File: src/rtl/flash_rw_pkg.sv
package flash_rw_pkg;

    localparam logic [7:0] OPC_REWRITE_B1 = 8'h58;
    localparam logic [7:0] OPC_REWRITE_B2 = 8'h59;
    localparam logic [7:0] OPC_STATUS_RD  = 8'hD7;
    localparam logic [7:0] FILL_BYTE      = 8'h00;

    typedef enum logic [2:0] {
        ST_IDLE,
        ST_CMD,
        ST_GAP,
        ST_POLL_OP,
        ST_POLL_RD
    } seq_state_t;

    typedef struct packed {
        logic        buf2;
        logic [11:0] page;
        logic        bin_mode;
    } rw_req_t;

    function automatic logic [23:0] rw_address(input rw_req_t r);
        if (r.bin_mode)
            return {3'b000, r.page, 9'b0};
        else
            return {2'b00, r.page, 10'b0};
    endfunction

    function automatic logic [7:0] cmd_byte(input rw_req_t r, input logic [1:0] idx);
        logic [23:0] a;
        a = rw_address(r);
        case (idx)
            2'd0:    return r.buf2 ? OPC_REWRITE_B2 : OPC_REWRITE_B1;
            2'd1:    return a[23:16];
            2'd2:    return a[15:8];
            default: return a[7:0];
        endcase
    endfunction

endpackage

File: src/rtl/spi_tick_gen.sv
module spi_tick_gen #(
    parameter int SCK_HALF = 2
) (
    input  logic clk,
    input  logic rst,
    input  logic en,
    output logic tick
);
    localparam int CW = (SCK_HALF > 1) ? $clog2(SCK_HALF) : 1;
    localparam logic [CW-1:0] LAST = CW'(SCK_HALF - 1);

    logic [CW-1:0] cnt;

    always_ff @(posedge clk) begin
        if (rst || !en)
            cnt <= '0;
        else if (cnt == LAST)
            cnt <= '0;
        else
            cnt <= cnt + 1'b1;
    end

    assign tick = en && (cnt == LAST);
endmodule

File: src/rtl/spi_byte_engine.sv
module spi_byte_engine #(
    parameter int SCK_HALF = 2
) (
    input  logic       clk,
    input  logic       rst,
    input  logic       go,
    input  logic [7:0] tx,
    input  logic       miso,
    output logic       sck,
    output logic       mosi,
    output logic [7:0] rx,
    output logic       byte_done
);
    logic       active;
    logic       tick;
    logic [7:0] sh;
    logic [2:0] bit_idx;

    spi_tick_gen #(.SCK_HALF(SCK_HALF)) u_tick (
        .clk  (clk),
        .rst  (rst),
        .en   (active),
        .tick (tick)
    );

    always_ff @(posedge clk) begin
        if (rst) begin
            active    <= 1'b0;
            sck       <= 1'b0;
            mosi      <= 1'b0;
            sh        <= '0;
            rx        <= '0;
            bit_idx   <= '0;
            byte_done <= 1'b0;
        end else begin
            byte_done <= 1'b0;
            if (!active) begin
                if (go) begin
                    active  <= 1'b1;
                    sh      <= tx;
                    mosi    <= tx[7];
                    bit_idx <= '0;
                    sck     <= 1'b0;
                end
            end else if (tick) begin
                if (!sck) begin
                    sck <= 1'b1;
                    rx  <= {rx[6:0], miso};
                end else begin
                    sck <= 1'b0;
                    if (bit_idx == 3'd7) begin
                        active    <= 1'b0;
                        byte_done <= 1'b1;
                    end else begin
                        bit_idx <= bit_idx + 1'b1;
                        sh      <= {sh[6:0], 1'b0};
                        mosi    <= sh[6];
                    end
                end
            end
        end
    end

    AST_MOSI_HOLD_AT_RISE: assert property (@(posedge clk) disable iff (rst)
        $rose(sck) |-> $stable(mosi));
    AST_SCK_ONLY_ACTIVE: assert property (@(posedge clk) disable iff (rst)
        (!active && !$past(active)) |-> !sck);
endmodule

File: src/rtl/flash_rewrite_seq.sv
module flash_rewrite_seq
    import flash_rw_pkg::*;
#(
    parameter int SCK_HALF = 2,
    parameter int CS_GAP   = 4,
    parameter int POLL_W   = 8
) (
    input  logic              clk,
    input  logic              rst,
    input  logic              start,
    input  logic              buf_sel,
    input  logic [11:0]       page,
    input  logic              bin_page,
    input  logic [POLL_W-1:0] poll_limit,
    input  logic              miso,
    output logic              sck,
    output logic              cs_n,
    output logic              mosi,
    output logic              busy,
    output logic              done,
    output logic              timeout
);
    localparam int GAP_W = (CS_GAP > 1) ? $clog2(CS_GAP) : 1;
    localparam logic [GAP_W-1:0] GAP_LAST = GAP_W'(CS_GAP - 1);
    localparam int HI_W = $clog2(CS_GAP + 2) + 1;

    seq_state_t        state;
    rw_req_t           req_q;
    rw_req_t           req_in;
    logic [1:0]        byte_idx;
    logic [GAP_W-1:0]  gap_cnt;
    logic [POLL_W-1:0] poll_cnt;
    logic [POLL_W-1:0] lim_q;
    logic              go;
    logic [7:0]        tx;
    logic [7:0]        rx;
    logic              byte_done;
    logic              last_poll;

    assign req_in    = '{buf2: buf_sel, page: page, bin_mode: bin_page};
    assign last_poll = ({1'b0, poll_cnt} + 1'b1) == {1'b0, lim_q};

    spi_byte_engine #(.SCK_HALF(SCK_HALF)) u_eng (
        .clk       (clk),
        .rst       (rst),
        .go        (go),
        .tx        (tx),
        .miso      (miso),
        .sck       (sck),
        .mosi      (mosi),
        .rx        (rx),
        .byte_done (byte_done)
    );

    always_ff @(posedge clk) begin
        if (rst) begin
            state    <= ST_IDLE;
            req_q    <= '0;
            byte_idx <= '0;
            gap_cnt  <= '0;
            poll_cnt <= '0;
            lim_q    <= '0;
            go       <= 1'b0;
            tx       <= '0;
            cs_n     <= 1'b1;
            busy     <= 1'b0;
            done     <= 1'b0;
            timeout  <= 1'b0;
        end else begin
            go      <= 1'b0;
            done    <= 1'b0;
            timeout <= 1'b0;
            case (state)
                ST_IDLE: begin
                    if (start) begin
                        req_q    <= req_in;
                        lim_q    <= (poll_limit == '0) ? POLL_W'(1) : poll_limit;
                        busy     <= 1'b1;
                        cs_n     <= 1'b0;
                        go       <= 1'b1;
                        tx       <= cmd_byte(req_in, 2'd0);
                        byte_idx <= 2'd0;
                        state    <= ST_CMD;
                    end
                end
                ST_CMD: begin
                    if (byte_done) begin
                        if (byte_idx == 2'd3) begin
                            cs_n    <= 1'b1;
                            gap_cnt <= '0;
                            state   <= ST_GAP;
                        end else begin
                            byte_idx <= byte_idx + 1'b1;
                            go       <= 1'b1;
                            tx       <= cmd_byte(req_q, byte_idx + 1'b1);
                        end
                    end
                end
                ST_GAP: begin
                    if (gap_cnt == GAP_LAST) begin
                        cs_n     <= 1'b0;
                        go       <= 1'b1;
                        tx       <= OPC_STATUS_RD;
                        poll_cnt <= '0;
                        state    <= ST_POLL_OP;
                    end else begin
                        gap_cnt <= gap_cnt + 1'b1;
                    end
                end
                ST_POLL_OP: begin
                    if (byte_done) begin
                        go    <= 1'b1;
                        tx    <= FILL_BYTE;
                        state <= ST_POLL_RD;
                    end
                end
                ST_POLL_RD: begin
                    if (byte_done) begin
                        if (rx[7]) begin
                            cs_n  <= 1'b1;
                            done  <= 1'b1;
                            busy  <= 1'b0;
                            state <= ST_IDLE;
                        end else if (last_poll) begin
                            cs_n    <= 1'b1;
                            timeout <= 1'b1;
                            busy    <= 1'b0;
                            state   <= ST_IDLE;
                        end else begin
                            poll_cnt <= poll_cnt + 1'b1;
                            go       <= 1'b1;
                            tx       <= FILL_BYTE;
                        end
                    end
                end
                default: state <= ST_IDLE;
            endcase
        end
    end

    // checker state: length of the current chip-select high run
    logic [HI_W-1:0] hi_run;
    always_ff @(posedge clk) begin
        if (rst)
            hi_run <= '0;
        else if (!cs_n)
            hi_run <= '0;
        else if (hi_run != '1)
            hi_run <= hi_run + 1'b1;
    end

    AST_GAP_MIN: assert property (@(posedge clk) disable iff (rst)
        ($fell(cs_n) && state == ST_POLL_OP) |-> (hi_run >= HI_W'(CS_GAP)));
    AST_SCK_LOW_DESELECTED: assert property (@(posedge clk) disable iff (rst)
        cs_n |-> !sck);
    AST_DONE_SINGLE: assert property (@(posedge clk) disable iff (rst)
        done |=> !done);
    AST_DONE_RELEASES_CS: assert property (@(posedge clk) disable iff (rst)
        done |-> cs_n);
    AST_END_EXCLUSIVE: assert property (@(posedge clk) disable iff (rst)
        !(done && timeout));
    AST_START_IGNORED: assert property (@(posedge clk) disable iff (rst)
        (busy && start) |=> $stable(req_q));
    AST_BUSY_DROP: assert property (@(posedge clk) disable iff (rst)
        $fell(busy) |-> (done || timeout));
endmodule

File: config.mk
export PLATFORM = sky130hd
export DESIGN_NAME = flash_rewrite_seq
export DESIGN_NICKNAME = d
export VERILOG_FILES = /design/src/rtl/flash_rw_pkg.sv /design/src/rtl/spi_tick_gen.sv /design/src/rtl/spi_byte_engine.sv /design/src/rtl/flash_rewrite_seq.sv
export SDC_FILE = /design/constraint.sdc
export NUM_CORES = 1
export LEC_CHECK = 0
export CAP_MARGIN = 20
export CORE_MARGIN = 2
export CORE_UTILIZATION = 25
export DETAILED_ROUTE_END_ITERATION = 16
export GPL_TIMING_DRIVEN = 0
export HOLD_SLACK_MARGIN = 0.03
export PLACE_DENSITY_LB_ADDON = 0.1
export SYNTH_ARGS = -nofsm -noshare
export SYNTH_HDL_FRONTEND = slang
export SYNTH_SLANG_ARGS = --single-unit
File: constraint.sdc
create_clock -name clk -period 2.1 [get_ports clk]
set_input_delay 0.21 -clock clk [delete_from_list [all_inputs] [get_ports clk]]
set_output_delay 0.21 -clock clk [all_outputs]
set_load 0.02 [all_outputs]
==> metrics.md, run 1 <==
| Metric | Value |
|---|---|
| Outcome | finished, violations left |
| Failing checks | setup timing |
| Root buf cell | clkbuf_16 |
| Avg Inst Size Synth | 8.21 um2 |
| Global-route wire length before repair | 16600 um |
| Hold Path Class | in2reg |
| Yosys warnings | 0 |
| Count of cell types in the netlist | 53 |
| Least-Margin Pin Slew | 0.694 ns |
| Hold Buf Count CTS | 0 |
| Die Ht | 123 um |
| Largest delay share family, worst path | compound AO/OA/AOI/OAI gates |
| Pre-CTS WS | -0.472 ns |
| HPWL after DPL | 7510 um |
| Gpl congestion | 0.816 |
| Critical path class | reg2reg |
| Sequential fraction of the synthesis area | 0.411 |
| R2R depth | 9 |
| Max_cap viols | 0 |
| IO buf count | 30 |
| Min Tclk post-route | 2.25 ns |
| Synthesized cell area | 3560 um2 |
| Cell repeated most along the worst path | and3_4 |
| Largest stage delay, worst path | 0.36 ns |
| Initial antenna violation count | 0 |
| I/O pin cnt | 32 |
| DR pass1 iterations | 5 |
| Hold Slack | 0.413 ns |
| Worst Path Buf+Inv | 1 |
| Fillers | 1479 |
| Critical path endpoint category | register |
| Power after layout | 4.26 mW |
| Crit path launch | poll_cnt[0] |
| CTS tree | done |
| Post-synth EDFFs | 0 |
| Final hold violations | 0 |
| Crit path max fanout | 5 |
| Worst Setup Slack, final | -0.145 ns |
| # diodes | 0 |
| R2r setup slk | -0.15 ns |
| DRT iter0 DRCs | 220 |
| Critical-path top delay cell | dfxtp_4 |
| Worst slew margin | 0.534 |
| Max Clock Skew | 0.00673 ns |
| Crit. path cell count | 9 |
| CP arrival | 2.49 ns |
| Clock buffer depth | 2 |
| Fin crit share | 1.07 |
| Async set-reset flop share out of synthesis | 0 |
| Total track usage | 0.144 |
| VDD IR max | 0.300 mV |
| Slew Limit Fails | 0 |
| Largest net degree at the start of global routing | 12 |
| Post-Synthesis Net Count | 467 |
| Area Overhead vs Synth | 34.1% |
| CP Cell Sequence | ha_4 -> and3_4 -> and3_4 -> xnor2_4 -> a2111oi_4 -> buf_6 -> a21oi_1 -> o21ba_1 -> o311ai_1 |
| Cells after Synth | 433 |
| Required time worst endpoint | 2.35 ns |
| Reg-to-Reg Start | poll_cnt[0] |
| RR Endpoint | cs_n |
| Pleak | 1.63 nW |
| Grt ovf | 0 |
| Layout cells sized above 1 | 0.183 |
| Total CTS buffers | 9 |
| Pwr Density | 893 nW/um2 |
| #FFs+latches synth | 73 |
| Initial Utilization | 0.256 |
| Max Freq | 445 MHz |
| Top FF cell, synth | dfxtp_1 |
| Remaining routing DRC violations | 0 |
| Die width | 123 um |
| Total core area | 13900 um2 |
| Vias in the first global route | 3159 |
| Htree depth | 3 |
| Clock transition at path regs | 0.06 ns |
| Routed wire length | 10400 um |
| Cell Rows | 43 |
| Final setup viols | 19 |
| RSZ-0062 raised after global routing | yes |
| # nets final | 521 |
| Startpoint Class | register |
| Antenna Nets Post-Route | 0 |
| Clock tree sinks | 73 |
| Worst setup path end | cs_n |
| Vias | 3298 |
| Worst-Skew Late Latency | 0.34 ns |
| DR vias/cell | 4.91 |
| Full die area | 15200 um2 |
| Routed len/inst | 15.4 um |
worst min path at each step:
stage / to / depth (start not counted) / slack, ns / startpoint
final: req_q[7] / 3 / 0.41 / page[6]
after global routing: req_q[12] / 3 / 0.43 / page[11]
after CTS: req_q[7] / 3 / 0.41 / page[6]
after detailed placement: u_eng.rx[2] / 2 / 0.44 / u_eng.rx[1]
after global placement: u_eng.rx[2] / 2 / 0.44 / u_eng.rx[1]
after floorplan: lim_q[2] / 2 / 0.35 / poll_limit[2]
per-stage QoR:
| stage | area, um2 | utilization | setup TNS [ns] | std cells |
|---|---|---|---|---|
| after CTS | 4540 | 0.327 | -1.34 | 666 |
| final | 4770 | 0.344 | -1.58 | 672 |
| after detailed placement | 4110 | 0.296 | -10.80 | 643 |
| after global routing | 4770 | 0.344 | -3.36 | 672 |
| after global placement | 4110 | 0.296 | -10.89 | 643 |
| after floorplan | 3590 | - | 0 | 433 |
cells by family after synthesis:
group,Yosys count,share of synthesized area
buffers and inverters,33,0.0362
flip-flops,73,0.411
AO/OA/AOI/OAI,122,0.228
adder cells (fa/ha/maj),8,0.0282
multiplexers,19,0.0570
AND/OR/NAND/NOR,169,0.213
XOR/XNOR,9,0.0264
flip-flops by register name, summed over array words and instances, names as in the netlist, 2 cells and up:
name	flops
u_eng.bit_idx	3
byte_idx	2
tx	8
u_eng.rx	8
poll_cnt	8
gap_cnt	2
u_eng.sh	7
state	3
req_q	14
lim_q	8
tightest hold or removal path, stage by stage:
cell	delay (ns)
clkdlybuf4s50_1	0.40
nand2_1	0.05
a21oi_1	0.05
layer usage:
metal  vias up  part of all wire  track usage
met2        47              0.46        0.225
met3        15             0.028       0.0221
met5         -                 0            0
li1       1665                 -            -
met1      1571              0.49        0.193
met4         0             0.025       0.0746
synth_stat cells, drive strengths merged (9+ instances only):
cell type | instances | area share
a211oi | 9 | 0.020
a21oi | 56 | 0.079
clkbuf | 18 | 0.019
dfxtp | 73 | 0.41
mux2 | 10 | 0.032
mux2i | 9 | 0.025
nand2 | 83 | 0.088
nand3 | 15 | 0.023
nor2 | 29 | 0.033
nor3 | 18 | 0.027
o21ai | 10 | 0.014
timing repair:
| item | in CTS | in global routing |
|---|---|---|
| pin swaps | 10 | 17 |
| setup buffers | 8 | 6 |
| gates cloned | 0 | 1 |
| resized for setup | 23 | 35 |
| endpoints found under the setup margin | 42 | 39 |
cell type report:
cell class	count	area [um2]	share of cell area
plain buffers	23	108	0.0226
inverters	8	30.0	0.00630
clock inverters	3	40.0	0.00840
flip-flops and latches	73	1470	0.309
repair buffers	45	442	0.0926
multi-input cells	327	2200	0.462
clock buffers	13	250	0.0525
well taps	180	225	0.0472
cell usage in the layout, fill, tap and decap left out, types with 4 or more instances in the layout:
master	n
a211oi_1	7
nor3_4	4
a311oi_2	5
mux2_2	10
nor3b_1	4
nand3_1	13
buf_6	4
nor2_1	26
buf_4	11
clkbuf_1	18
dfxtp_1	69
ha_1	7
buf_1	4
a22oi_1	5
clkbuf_16	10
clkdlybuf4s50_1	30
mux2i_1	9
nor3_1	11
o21ai_0	7
a21o_1	5
xnor2_1	6
nand2b_1	4
a21oi_1	51
nand2_1	81
inv_1	8
a31oi_1	4
a21oi_2	4
power breakdown:
part	switching, mW	total, mW	internal, mW
Clock	0.591	1.54	0.950
Combinational	0.598	1.05	0.449
Sequential	0.131	1.67	1.54
Note: power is estimated with default switching activity, not from simulation.
==> inputs of run 2 (changes only) <==
Settings changed: CTS_BUF_LIST set to sky130_fd_sc_hd__clkbuf_2, CTS_CLUSTER_DIAMETER set to 30, REMOVE_ABC_BUFFERS set to 1.
==> run 2 against run 1 <==
  * The run still ends with setup timing left
  * Via count down 3.1%
  * Clock power down 41%
  * Clock skew up 0.021 ns
  * Final cell count down 1.8%
==> metrics.md, run 2 (synthesis gave the netlist of run 1 again) <==
| Metric | Value |
|---|---|
| Worst Setup Slack, final | -0.139 ns |
| Outcome | finished, violations left |
| Vias | 3197 |
| IO buf count | 31 |
| DR vias/cell | 4.84 |
| Fin crit share | 1.07 |
| Least-Margin Pin Slew | 0.987 ns |
| Pleak | 1.61 nW |
| Startpoint Class | register |
| Critical path class | reg2reg |
| Critical path endpoint category | register |
| Failing checks | setup timing |
| CP arrival | 2.71 ns |
| Most frequent cells in the layout | nand2_1, dfxtp_1, a21oi_1 |
| Cell Rows | 43 |
| I/O pin cnt | 32 |
| Initial antenna violation count | 0 |
| Pwr Density | 773 nW/um2 |
| Max Freq | 447 MHz |
| Hold Slack | 0.193 ns |
| Routed wire length | 9750 um |
| Remaining routing DRC violations | 0 |
| Gpl congestion | 0.762 |
| VDD IR max | 0.280 mV |
| Required time worst endpoint | 2.57 ns |
| Die Ht | 123 um |
| Final core utilization | 0.340 |
| Final hold violations | 0 |
| Final setup viols | 17 |
| Global-route wire length before repair | 15900 um |
| Layout cells sized above 1 | 0.242 |
| Worst-Skew Late Latency | 0.54 ns |
| Root buf cell | clkbuf_2 |
| Min Tclk post-route | 2.24 ns |
| Htree depth | 3 |
| Clock buffer depth | 2 |
| Hold Path Class | in2reg |
| Largest Register | req_q |
| CTS tree | done |
| Routed len/inst | 14.8 um |
| Max reg flops | 14 |
| Largest net degree at the start of global routing | 39 |
| Power after layout | 3.65 mW |
| DRT iter0 DRCs | 218 |
| Vias in the first global route | 3165 |
| Crit path max fanout | 6 |
| Total CTS buffers | 9 |
| Clock tree sinks | 73 |
| Total track usage | 0.134 |
| Worst slew margin | 0.338 |
| # nets final | 509 |
| Antenna Nets Post-Route | 0 |
| Area after DPL | 4040 um2 |
| RSZ-0062 raised after global routing | yes |
| Full die area | 15200 um2 |
| # diodes | 0 |
| Most common cell after layout, fill and taps aside | nand2_1 |
| WHS Path Cells | 3 |
| Max Clock Skew | 0.0274 ns |
| Total core area | 13900 um2 |
| HPWL after DPL | 6440 um |
| Clock transition at path regs | 0.22 ns |
| Initial Utilization | 0.256 |
| DR pass1 iterations | 4 |
| Fillers | 1460 |
| Area Overhead vs Synth | 32.7% |
| Slew Limit Fails | 0 |
| R2R depth | 11 |
| Final instance area | 4720 um2 |
| Grt ovf | 0 |
| Max_cap viols | 0 |
| Hold Buf Count CTS | 0 |
| Die width | 123 um |
[run 2: changes by cell type in the layout (fill, tap and decap cells not counted), sizes merged]
cell      change
a21oi         +1
buf           +5
bufinv        +1
clkbuf       -21
clkinvlp      +2
[run 2: metal layers]
layer  up-vias  global-route usage  share of wire  routed length, um
met4         0              0.0589          0.017                161
met3        11              0.0263          0.032                315
met5         -                   0              0                  0
li1       1644                   -              -                  -
met1      1493               0.182           0.50               4920
met2        49               0.205           0.45               4360
[run 2: final timing paths]
check              start     endpoint  slack, ns
min reg2reg  u_eng.rx[3]  u_eng.rx[3]       0.47
max          poll_cnt[0]  poll_cnt[3]      -0.14
min              page[2]     req_q[3]       0.19
max reg2reg  poll_cnt[0]  poll_cnt[3]      -0.14
[run 2: where the power goes]
group	switching (mW)	internal, mW
Sequential	0.171	1.54
Clock	0.516	0.390
Combinational	0.560	0.474
Total	1.25	2.40
[run 2: timing repair]
action,CTS,global route
gates resized for setup,37,48
pin swaps,13,21
setup endpoints to repair,25,24
buffers inserted,12,9
hold endpoints to repair,0,0
gates cloned,1,0
[run 2: layout make-up]
cell class                      instances  area (um2)  share of cell area
Multi-Input combinational cell        328        2290               0.486
Inverter                                8        30.0             0.00636
Clock buffer                           10        50.0              0.0106
Clock inverter                          6        82.6              0.0175
Sequential cell                        73        1480               0.314
Tap cell                              180         225              0.0477
Timing Repair Buffer                   55         557               0.118
[run 2: worst max-delay path: stages (launching register included)]
cell and delay, ns:
dfxtp_4 0.39, ha_4 0.15, and3_4 0.19, and2_4 0.17, a211oi_4 0.26, a2111oi_4 0.07
buf_6 0.15, buf_6 0.13, a21oi_4 0.25, buf_4 0.16, a21oi_2 0.04, a311oi_1 0.23
[run 2: metrics by stage]
step                setup TNS (ns)  worst slack [ns]  instances
floorplan                    -6.63            -0.269        408
global placement            -84.08             -1.78        619
detailed placement          -16.97             -1.19        622
CTS                         -0.923            -0.126        651
global route                 -3.18            -0.245        660
finish                       -1.18            -0.139        660
